`src/rtl/pit_pkg.sv`:
```
package pit_pkg;
  localparam int CNT_W  = 16;
  localparam int BYTE_W = 8;

  typedef enum logic [1:0] {
    RW_LATCH = 2'd0,
    RW_LSB   = 2'd1,
    RW_MSB   = 2'd2,
    RW_BOTH  = 2'd3
  } rw_e;

  typedef enum logic [2:0] {
    MD_IDLE   = 3'd0,
    MD_OFF    = 3'd1,
    MD_ZERO   = 3'd2,
    MD_RATE   = 3'd3,
    MD_SQUARE = 3'd4
  } md_e;

  // Maps the raw mode field and counting-base bit to a built behaviour.
  function automatic md_e decode_mode(input logic [2:0] m, input logic bcd);
    md_e r;
    if (bcd) r = MD_OFF;
    else begin
      case (m)
        3'd0:      r = MD_ZERO;
        3'd2, 3'd6: r = MD_RATE;
        3'd3, 3'd7: r = MD_SQUARE;
        default:   r = MD_OFF;
      endcase
    end
    return r;
  endfunction

  function automatic logic md_supported(input md_e m);
    return (m == MD_ZERO) || (m == MD_RATE) || (m == MD_SQUARE);
  endfunction

  // High half of a square wave: ceil(N/2), with N = 0 standing for 2^CNT_W.
  function automatic logic [CNT_W-1:0] half_hi(input logic [CNT_W-1:0] n);
    logic [CNT_W:0] ext;
    logic [CNT_W:0] sum;
    ext = (n == '0) ? (CNT_W+1)'(1) << CNT_W : {1'b0, n};
    sum = ext + (CNT_W+1)'(1);
    return sum[CNT_W:1];
  endfunction

  // Low half of a square wave: floor(N/2).
  function automatic logic [CNT_W-1:0] half_lo(input logic [CNT_W-1:0] n);
    logic [CNT_W:0] ext;
    ext = (n == '0) ? (CNT_W+1)'(1) << CNT_W : {1'b0, n};
    return ext[CNT_W:1];
  endfunction

  // Builds the loaded count from the last byte and the held low byte.
  function automatic logic [CNT_W-1:0] merge_count(input rw_e rw,
                                                   input logic [BYTE_W-1:0] last,
                                                   input logic [BYTE_W-1:0] hold);
    logic [CNT_W-1:0] r;
    case (rw)
      RW_LSB:  r = {8'h00, last};
      RW_MSB:  r = {last, 8'h00};
      default: r = {last, hold};
    endcase
    return r;
  endfunction
endpackage

```
`src/rtl/pit_cw_decode.sv`:
```
module pit_cw_decode
  import pit_pkg::*;
#(
  parameter int NUM_CH = 3
) (
  input  logic              bus_wr,
  input  logic              bus_rd,
  input  logic [1:0]        bus_addr,
  input  logic [7:0]        bus_wdata,
  output logic [NUM_CH-1:0] cw_we,
  output logic [NUM_CH-1:0] latch_we,
  output logic [NUM_CH-1:0] data_we,
  output logic [NUM_CH-1:0] data_rd,
  output rw_e               cw_rw,
  output logic [2:0]        cw_mode,
  output logic              cw_bcd
);
  localparam logic [1:0] CTRL_OFS = 2'd3;

  logic       is_ctrl;
  logic [1:0] sel;

  assign is_ctrl = bus_wr && (bus_addr == CTRL_OFS);
  assign sel     = bus_wdata[7:6];
  assign cw_rw   = rw_e'(bus_wdata[5:4]);
  assign cw_mode = bus_wdata[3:1];
  assign cw_bcd  = bus_wdata[0];

  for (genvar i = 0; i < NUM_CH; i++) begin : g_sel
    assign cw_we[i]    = is_ctrl && (sel == 2'(i)) && (cw_rw != RW_LATCH);
    assign latch_we[i] = is_ctrl && (sel == 2'(i)) && (cw_rw == RW_LATCH);
    assign data_we[i]  = bus_wr && (bus_addr == 2'(i));
    assign data_rd[i]  = bus_rd && (bus_addr == 2'(i));
  end
endmodule

```
`src/rtl/pit_channel.sv`:
```
module pit_channel
  import pit_pkg::*;
(
  input  logic              clk,
  input  logic              rst_n,
  input  logic              cw_we,
  input  logic              latch_we,
  input  logic              data_we,
  input  logic              data_rd,
  input  logic [BYTE_W-1:0] wdata,
  input  rw_e               cw_rw,
  input  logic [2:0]        cw_mode,
  input  logic              cw_bcd,
  input  logic              tick,
  input  logic              gate,
  output logic              out,
  output logic [BYTE_W-1:0] rbyte,
  output logic              load_evt,
  output logic              run_evt,
  output logic [2:0]        mode_code
);
  rw_e              rw_q;
  md_e              md_q;
  md_e              md_new;
  logic             wr_hi_q, rd_hi_q;
  logic [BYTE_W-1:0] hold_q;
  logic [CNT_W-1:0] reload_q, cnt_q, latch_q;
  logic             latched_q, armed_q, out_q;

  logic             wr_last;
  logic [CNT_W-1:0] new_val;
  logic [CNT_W-1:0] rd_src;
  logic             rd_hi_sel;
  logic             rd_last;

  assign md_new    = decode_mode(cw_mode, cw_bcd);
  assign wr_last   = data_we && ((rw_q != RW_BOTH) || wr_hi_q);
  assign new_val   = merge_count(rw_q, wdata, hold_q);
  assign load_evt  = wr_last && md_supported(md_q);
  assign run_evt   = tick && gate && armed_q && md_supported(md_q) && !load_evt && !cw_we;
  assign rd_last   = data_rd && ((rw_q != RW_BOTH) || rd_hi_q);

  assign rd_src    = latched_q ? latch_q : cnt_q;
  assign rd_hi_sel = (rw_q == RW_MSB) || ((rw_q == RW_BOTH) && rd_hi_q);
  assign rbyte     = rd_hi_sel ? rd_src[CNT_W-1:BYTE_W] : rd_src[BYTE_W-1:0];
  assign out       = out_q;
  assign mode_code = md_q;

  // Host-side byte sequencing and latch copy
  always_ff @(posedge clk) begin
    if (!rst_n) begin
      rw_q      <= RW_BOTH;
      md_q      <= MD_IDLE;
      wr_hi_q   <= 1'b0;
      rd_hi_q   <= 1'b0;
      hold_q    <= '0;
      latched_q <= 1'b0;
      latch_q   <= '0;
    end else if (cw_we) begin
      rw_q      <= cw_rw;
      md_q      <= md_new;
      wr_hi_q   <= 1'b0;
      rd_hi_q   <= 1'b0;
      latched_q <= 1'b0;
    end else begin
      if (latch_we && !latched_q) begin
        latched_q <= 1'b1;
        latch_q   <= cnt_q;
      end else if (rd_last) begin
        latched_q <= 1'b0;
      end
      if (data_we && (rw_q == RW_BOTH)) begin
        if (!wr_hi_q) hold_q <= wdata;
        wr_hi_q <= !wr_hi_q;
      end
      if (data_rd && (rw_q == RW_BOTH)) rd_hi_q <= !rd_hi_q;
    end
  end

  // Counting core
  always_ff @(posedge clk) begin
    if (!rst_n) begin
      reload_q <= '0;
      cnt_q    <= '0;
      armed_q  <= 1'b0;
      out_q    <= 1'b0;
    end else if (cw_we) begin
      armed_q <= 1'b0;
      out_q   <= (md_new == MD_ZERO) ? 1'b0 : 1'b1;
    end else if (load_evt) begin
      reload_q <= new_val;
      armed_q  <= 1'b1;
      cnt_q    <= (md_q == MD_SQUARE) ? half_hi(new_val) : new_val;
      out_q    <= (md_q == MD_ZERO) ? 1'b0 : 1'b1;
    end else if (run_evt) begin
      case (md_q)
        MD_ZERO: begin
          cnt_q <= cnt_q - 1'b1;
          if (cnt_q == CNT_W'(1)) out_q <= 1'b1;
        end
        MD_RATE: begin
          if (cnt_q == CNT_W'(1)) begin
            cnt_q <= reload_q;
            out_q <= 1'b1;
          end else if (cnt_q == CNT_W'(2)) begin
            cnt_q <= CNT_W'(1);
            out_q <= 1'b0;
          end else begin
            cnt_q <= cnt_q - 1'b1;
          end
        end
        MD_SQUARE: begin
          if (cnt_q == CNT_W'(1)) begin
            out_q <= !out_q;
            cnt_q <= out_q ? half_lo(reload_q) : half_hi(reload_q);
          end else begin
            cnt_q <= cnt_q - 1'b1;
          end
        end
        default: ;
      endcase
    end
  end
endmodule

```
`src/rtl/pit_timer.sv`:
```
module pit_timer
  import pit_pkg::*;
#(
  parameter int NUM_CH = 3
) (
  input  logic              clk,
  input  logic              rst_n,
  input  logic              bus_wr,
  input  logic              bus_rd,
  input  logic [1:0]        bus_addr,
  input  logic [7:0]        bus_wdata,
  output logic [7:0]        bus_rdata,
  input  logic [NUM_CH-1:0] cnt_tick,
  input  logic [NUM_CH-1:0] gate_in,
  output logic [NUM_CH-1:0] tmr_out
);
  localparam int MODE_W = 3;

  logic [NUM_CH-1:0] cw_we, latch_we, data_we, data_rd;
  rw_e               cw_rw;
  logic [2:0]        cw_mode;
  logic              cw_bcd;

  // Named per-channel events, observed by the bound checker
  logic [NUM_CH-1:0]        ch_load;
  logic [NUM_CH-1:0]        ch_run;
  logic [NUM_CH-1:0]        ch_ctrl;
  logic [MODE_W*NUM_CH-1:0] ch_mode;
  logic [BYTE_W-1:0]        ch_rbyte [NUM_CH];

  assign ch_ctrl = cw_we;

  pit_cw_decode #(.NUM_CH(NUM_CH)) u_decode (
    .bus_wr   (bus_wr),
    .bus_rd   (bus_rd),
    .bus_addr (bus_addr),
    .bus_wdata(bus_wdata),
    .cw_we    (cw_we),
    .latch_we (latch_we),
    .data_we  (data_we),
    .data_rd  (data_rd),
    .cw_rw    (cw_rw),
    .cw_mode  (cw_mode),
    .cw_bcd   (cw_bcd)
  );

  for (genvar i = 0; i < NUM_CH; i++) begin : g_ch
    pit_channel u_ch (
      .clk      (clk),
      .rst_n    (rst_n),
      .cw_we    (cw_we[i]),
      .latch_we (latch_we[i]),
      .data_we  (data_we[i]),
      .data_rd  (data_rd[i]),
      .wdata    (bus_wdata),
      .cw_rw    (cw_rw),
      .cw_mode  (cw_mode),
      .cw_bcd   (cw_bcd),
      .tick     (cnt_tick[i]),
      .gate     (gate_in[i]),
      .out      (tmr_out[i]),
      .rbyte    (ch_rbyte[i]),
      .load_evt (ch_load[i]),
      .run_evt  (ch_run[i]),
      .mode_code(ch_mode[MODE_W*i +: MODE_W])
    );
  end

  always_comb begin
    bus_rdata = '0;
    for (int i = 0; i < NUM_CH; i++) begin
      if (bus_addr == 2'(i)) bus_rdata = ch_rbyte[i];
    end
  end
endmodule

```
`config.mk`:
```
export PLATFORM = sky130hd
export DESIGN_NAME = pit_timer
export DESIGN_NICKNAME = d
export VERILOG_FILES = /design/src/rtl/pit_pkg.sv /design/src/rtl/pit_cw_decode.sv /design/src/rtl/pit_channel.sv /design/src/rtl/pit_timer.sv
export SDC_FILE = /design/constraint.sdc
export NUM_CORES = 1
export LEC_CHECK = 0
export ABC_AREA = 0
export BUFFER_PORTS_ARGS = -buffer_cell sky130_fd_sc_hd__buf_4
export CAP_MARGIN = 20
export CORE_MARGIN = 5
export CORE_UTILIZATION = 64
export DETAILED_ROUTE_END_ITERATION = 16
export PLACE_DENSITY = 0.81
export SYNTH_ARGS = -nofsm -noshare
export SYNTH_HDL_FRONTEND = slang
export SYNTH_SLANG_ARGS = --single-unit
```
`constraint.sdc`:
```
create_clock -name clk -period 3.7 [get_ports clk]
set_clock_uncertainty 0.05 [all_clocks]
set_input_delay 0.555 -clock clk [delete_from_list [all_inputs] [get_ports clk]]
set_output_delay 0.555 -clock clk [all_outputs]
set_load 0.03 [all_outputs]
```
---- After elaboration in Yosys (flattened, before gate mapping) ----
Cells that the tools add are included.
cells by class
  add/sub/neg operators ................... 9
  equality and inequality tests ........... 46
  multiplexer cells ....................... 78
  bitwise logic cells ..................... 7
  reductions and logical operators ........ 131
operator list
  kind                                                                     number
  16-bit 2-to-1 mux                                                        24
  16-bit case mux with 3 select lines                                      3
  17-bit by 1-bit adder with 17-bit output, second input constant          6
  17-bit 2-to-1 mux                                                        6
  16-bit logical NOT                                                       6
  16-bit case mux with 2 select lines                                      3
  1-bit logical AND                                                        52
  16-bit by 1-bit equality test with 1-bit output, second input constant   3
  16-bit by 2-bit equality test with 1-bit output, second input constant   3
  8-bit 2-to-1 mux                                                         6
  16-bit by 1-bit subtractor with 16-bit output, second input constant     3
  1-bit 2-to-1 mux                                                         31
  3-bit by 2-bit equality test with 1-bit output, second input constant    9
  4-bit by 2-bit inequality test with 1-bit output, second input constant  6
  2-bit equality test, second input constant                               9
  1-bit logical NOT                                                        18
  3-bit AND reduction                                                      6
  3-bit equality test, second input constant                               5
  1-bit logical OR                                                         15
  5-bit by 3-bit inequality test with 1-bit output, second input constant  3
  5-bit AND reduction                                                      3
  5-bit nonzero test                                                       3
  2-bit nonzero test                                                       7
  2-bit AND reduction                                                      6
  other kinds (11)                                                         35
word-level totals
  register bits ........................... 198
  output and inout port bits .............. 11
  logic and storage cells ................. 304

---- Logic depth before layout (Yosys ltp) ----
  depth in word-level cells ............... 10
  gate-level depth with buffers ........... 15
  mapped depth without buffers ............ 13

---- Cells and area by module ----
A second synthesis with hierarchy kept.
unflattened totals
  cells, all modules ...................... 1992
  area, all modules ....................... 15060.7 um^2
modules (own cells, without submodules)
  module                      instances  cells an instance  area each (um^2)
  pit_channel (g_ch[0].u_ch)  1          659                4962.3
  pit_channel (g_ch[1].u_ch)  1          662                4933.5
  pit_channel (g_ch[2].u_ch)  1          628                4804.6
  pit_timer                   1          20                 197.7
  pit_cw_decode               1          23                 162.7

---- Least setup slack after synthesis ----
No wires, ideal clock.
  kind .................................... reg2reg
  start point ............................. reg g_ch[2].u_ch.rw_q[0]
  end point ............................... reg g_ch[2].u_ch.cnt_q[7]
  setup time .............................. 0.092 ns
  data arrival time ....................... 3.078 ns
  data required time ...................... 3.558 ns
  path slack .............................. 0.480 ns
  cell stages (with the launch flop) ...... 15
  path buffers ............................ 3
  clock period less this slack ............ 3.220 ns
  cell sequence ........................... dfxtp_1 > inv_1 > ha_1 > clkbuf_1 > clkbuf_1 > clkbuf_1 > nor2_1 > a21oi_1 > inv_1 > ha_1 > a21boi_0 > and2_1 > a2111oi_0 > a2111oi_0 > o32ai_1
on the way
  elaborated cells between the ends (all ways) .. 18
  classes of those cells .................. add/sub: 1; eq/ne: 3; mux: 4; reduce/logical: 10
RTL lines
  element                                                                                       line                text
  from (decl)                                                                                   pit_channel.sv:22   rw_e rw_q;
  from (signal assigned)                                                                        pit_channel.sv:60   rw_q <= cw_rw;
  2-bit equality test / 2-bit by 1-bit equality test with 1-bit output (equally long branches)  pit_pkg.sv:60       case (rw)
  16-bit case mux with 2 select lines (*)                                                       pit_pkg.sv:60
  net g_ch[2].u_ch.new_val[0]                                                                   pit_channel.sv:31   logic [CNT_W-1:0] new_val;
  16-bit logical NOT                                                                            pit_pkg.sv:43       ext = (n == '0) ? (CNT_W+1)'(1) << CNT_W : {1'b0, n};
  17-bit 2-to-1 mux (*)                                                                         pit_pkg.sv:43
  17-bit by 1-bit adder with 17-bit output (*)                                                  pit_pkg.sv:44       sum = ext + (CNT_W+1)'(1);
  16-bit 2-to-1 mux (*)                                                                         pit_channel.sv:93   cnt_q <= (md_q == MD_SQUARE) ? half_hi(new_val) : new_val;
  16-bit 2-to-1 mux (*)                                                                         pit_channel.sv:90   end else if (load_evt) begin
  to (signal assigned)                                                                          pit_channel.sv:93
  to (signal assigned)                                                                          pit_channel.sv:98   cnt_q <= cnt_q - 1'b1;
  to (signal assigned)                                                                          pit_channel.sv:103  cnt_q <= reload_q;
  to (decl)                                                                                     pit_channel.sv:27   logic [CNT_W-1:0] reload_q, cnt_q, latch_q;
Mark *: on every way through the listed nets, which the timed path passes. The rest lies on a longest branch.
A chain may end at the register's enable or synchronous reset.

---- Worst setup path after layout ----
  start point ............................. reg g_ch[2].u_ch.rw_q[0]
  end point ............................... out bus_rdata[7]
on the way
  longest elaborated chain between the ends .. 5
  elaborated cells between the ends (all ways) .. 6
  classes of those cells .................. eq/ne: 2; mux: 2; reduce/logical: 2
ends and longest elaborated chain
  element               line               text
  2-bit equality test   pit_channel.sv:44  assign rd_hi_sel = (rw_q == RW_MSB) || ((rw_q == RW_BOTH) && rd_hi_q);
  1-bit logical AND     pit_channel.sv:44
  1-bit logical OR (*)  pit_channel.sv:44
  8-bit 2-to-1 mux (*)  pit_channel.sv:45  assign rbyte = rd_hi_sel ? rd_src[CNT_W-1:BYTE_W] : rd_src[BYTE_W-1:0];
  8-bit 2-to-1 mux (*)  pit_timer.sv:72    if (bus_addr == 2'(i)) bus_rdata = ch_rbyte[i];
  to (decl)             pit_timer.sv:12    output logic [7:0] bus_rdata,
Mark *: on every way between the ends. The rest lies on a longest branch, timed or not.

==> impl_metrics.json <==
{
  "die_x_um": 162,
  "timing.slew.headroom_pct": 35.6,
  "async_reset_ff_share_pct": 0,
  "yosysWarnings": 0,
  "ys_top_cells_by_count": "nand2_1, dfxtp_1, nor2_1",
  "ios": 31,
  "io_buffers": 30,
  "hold_buffers": 0,
  "power_frac_comb_pct": 7.8,
  "pwr-share-seq_pct": 48.2,
  "yosys.area_share.adder_pct": 2.55,
  "ant_nets": 0,
  "synth_top_family_by_area": "simple AND/OR/NAND/NOR gates",
  "die_h_um": 162,
  "syn2layout_area_growth_pct": 6.29,
  "synth.net_count": 2070,
  "syn_area_um2": 14700,
  "p_switching_mw": 1.31,
  "synthXorXnorAreaFrac_pct": 5.05,
  "yosysMostFrequentCell": "nand2_1",
  "gp_congestion": 1.04,
  "clk_pin_slew_worst_paths_ns": 0.08,
  "synth_compound_area_share_pct": 24.6,
  "cts_resized": 0,
  "peakVddDrop_mv": 0.230,
  "remaining_drc_errors": 0,
  "antenna_found_initial": 0,
  "postSynthCellCount": 2020,
  "synth_edf_count": 0,
  "synth.avg_cell_area_um2": 7.30,
  "h-tree-depth": 4,
  "worst_pin_slew_ns": 0.960,
  "min_period_over_period_pct": 90.0,
  "path_class": "flip-flop to primary output",
  "cap_violations": 0,
  "drtIter0Drc": 2634,
  "post_cts_buffers": 0,
  "p_clk_share_pct": 44.0,
  "crit_fanout": 8,
  "ys.flop_type": "dfxtp_1",
  "status": "finished, final reports clean",
  "layout-drive-gt1-share_pct": 9.00,
  "p_total_mw": 4.49,
  "switching_share_pct": 29.1,
  "p_per_area_nw_per_um2": 286,
  "core_um2": 22600,
  "synth_seq_cells": 198,
  "synthMuxAreaShare_pct": 6.46,
  "synth_top_cell_by_area": "dfxtp_1",
  "drv_slew": 0,
  "cts_sinks": 198,
  "clk_latency_ns": 0.46,
  "internal_power_mw": 3.18,
  "first_global_vias": 14624,
  "nNetsFinal": 1993,
  "numCtsBuffers": 17,
  "viasPerCell": 7.18,
  "dieArea_um2": 26200,
  "fin_setup_tns_ns": 0,
  "num_rows": 55,
  "wire_per_inst_um": 23.6,
  "start_util_pct": 65.1,
  "cp-start-kind": "flip-flop",
  "synth.distinct_cells": 83,
  "diodes": 0,
  "track_usage_pct": 39.3,
  "finalHoldViolCount": 0,
  "yosys.area.top_type_share_pct": 26.9,
  "fmax_mhz": 300,
  "critPathArrivalTime_ns": 2.73,
  "place_hpwl_mm": 38.3,
  "power.leakage_nw": 5.62,
  "routed_wl_mm": 52.9,
  "root_buffer": "clkbuf_16",
  "ys_top_cells_by_area": "dfxtp_1, nand2_1, a21oi_1, nor2_1, clkbuf_1",
  "vias": 16099,
  "min_period_ns": 3.33,
  "dr.pass1.iters": 7,
  "tritoncts": "done",
  "clockBufferDepth": 2,
  "synthSimpleGateAreaFrac_pct": 28.2,
  "cp.required_ns": 3.09,
  "finalSetupViolCount": 0,
  "grt_pass1_wl_mm": 82.2,
  "synth-seq-area-share_pct": 26.9,
  "rsz0062_at_grt": "no",
  "grt-ovfl-total": 0,
  "end_kind": "primary output",
  "grt_max_degree": 84,
  "min-delay-path-class": "flip-flop to flip-flop"
}
-- logic make-up (layout without fill, tap and decap cells) --
group	count (synthesis)	in the layout
XOR/XNOR	85	85
flip-flops	198	198
adder cells (fa/ha/maj)	30	30
AO/OA/AOI/OAI	554	554
AND/OR/NAND/NOR	853	853
buffers and inverters	235	171
multiplexers	65	65
-- layout make-up --
cell class	count	area [um^2]
Clock inverter	15	188
Fill cell	1961	6970
Sequential cell	198	3960
Multi-Input combinational cell	1587	9890
Timing Repair Buffer	85	638
Tap cell	285	357
Clock buffer	17	425
Inverter	54	205
-- registers in the layout, summed over array words and instances, names as in the netlist --
register,cells
g_ch.u_ch.cnt_q,48
g_ch.u_ch.latch_q,48
g_ch.u_ch.reload_q,48
g_ch.u_ch.hold_q,24
g_ch.u_ch.mode_code,9
g_ch.u_ch.rw_q,6
g_ch.u_ch.armed_q,3
g_ch.u_ch.latched_q,3
g_ch.u_ch.out,3
g_ch.u_ch.rd_hi_q,3
g_ch.u_ch.wr_hi_q,3
-- per-layer routing --
metal | part of all wire [%] | wire length, um | global-route usage (%)
met1 | 39 | 20800 | 52.8
met2 | 43 | 22600 | 59.3
met3 | 13 | 6870 | 10.4
met4 | 4.9 | 2590 | 18.0
met5 | 0 | 0 | 0
-- worst paths after layout --
path,slack [ns],depth (start not counted),endpoint,from
max reg2reg,0.39,12,g_ch[1].u_ch.cnt_q[15]$_SDFFE_PN0P_,g_ch[1].u_ch.rw_q[0]$_SDFFE_PN1P_
min,0.41,2,g_ch[1].u_ch.latch_q[3]$_SDFFE_PN0P_,g_ch[1].u_ch.latch_q[3]$_SDFFE_PN0P_
min reg2reg,0.41,2,g_ch[1].u_ch.latch_q[3]$_SDFFE_PN0P_,g_ch[1].u_ch.latch_q[3]$_SDFFE_PN0P_
max,0.37,8,bus_rdata[7],g_ch[2].u_ch.rw_q[0]$_SDFFE_PN1P_
-- cells in the final DEF (no fill, tap or decap), types with 17 or more instances in the layout --
| cell type | instances |
|---|---|
| o211ai_1 | 21 |
| ha_1 | 30 |
| o21ai_0 | 94 |
| and3_1 | 17 |
| mux2i_1 | 40 |
| nand2_1 | 268 |
| mux4_2 | 24 |
| a31oi_1 | 32 |
| nand3_1 | 96 |
| xor2_1 | 36 |
| nor2_1 | 193 |
| nor3_1 | 59 |
| xnor2_1 | 49 |
| o31ai_1 | 23 |
| buf_4 | 85 |
| clkbuf_16 | 17 |
| a21oi_1 | 175 |
| a211oi_1 | 41 |
| nand4_1 | 41 |
| inv_1 | 51 |
| nor4_1 | 33 |
| dfxtp_1 | 198 |
| nand2b_1 | 17 |
-- per-stage QoR --
stage	setup slack [ns]	utilization (%)	instances	hold WS, ns	area [um^2]
after CTS	0.424	69.2	2241	0.407	15700
after detailed placement	0.522	66.5	2209	0.396	15100
after global placement	0.625	66.5	2209	0.389	15100
after floorplan	0.480	-	2020	0.383	14700
after global routing	0.0359	69.2	2241	0.417	15700
final	0.369	69.2	2241	0.407	15700
-- worst max-delay path, cell delays in order, from the launching register on --
cell and delay [ns]:
dfxtp_1 0.39, inv_1 0.06, ha_1 0.27, a21oi_1 0.18, buf_4 0.23, mux4_2 0.52, nand2_1 0.21, o21ai_0 0.19
buf_4 0.21
-- power by group through the flow --
stage	Clock [mW]	Sequential, mW	Combinational (mW)
after global routing	2.07	2.17	0.369
after detailed placement	0	2.21	0.334
final	1.97	2.16	0.352
after CTS	1.98	2.16	0.336
after global placement	0	2.21	0.331
after floorplan	0	2.21	0.220
Power figures use the tool's default switching activity.
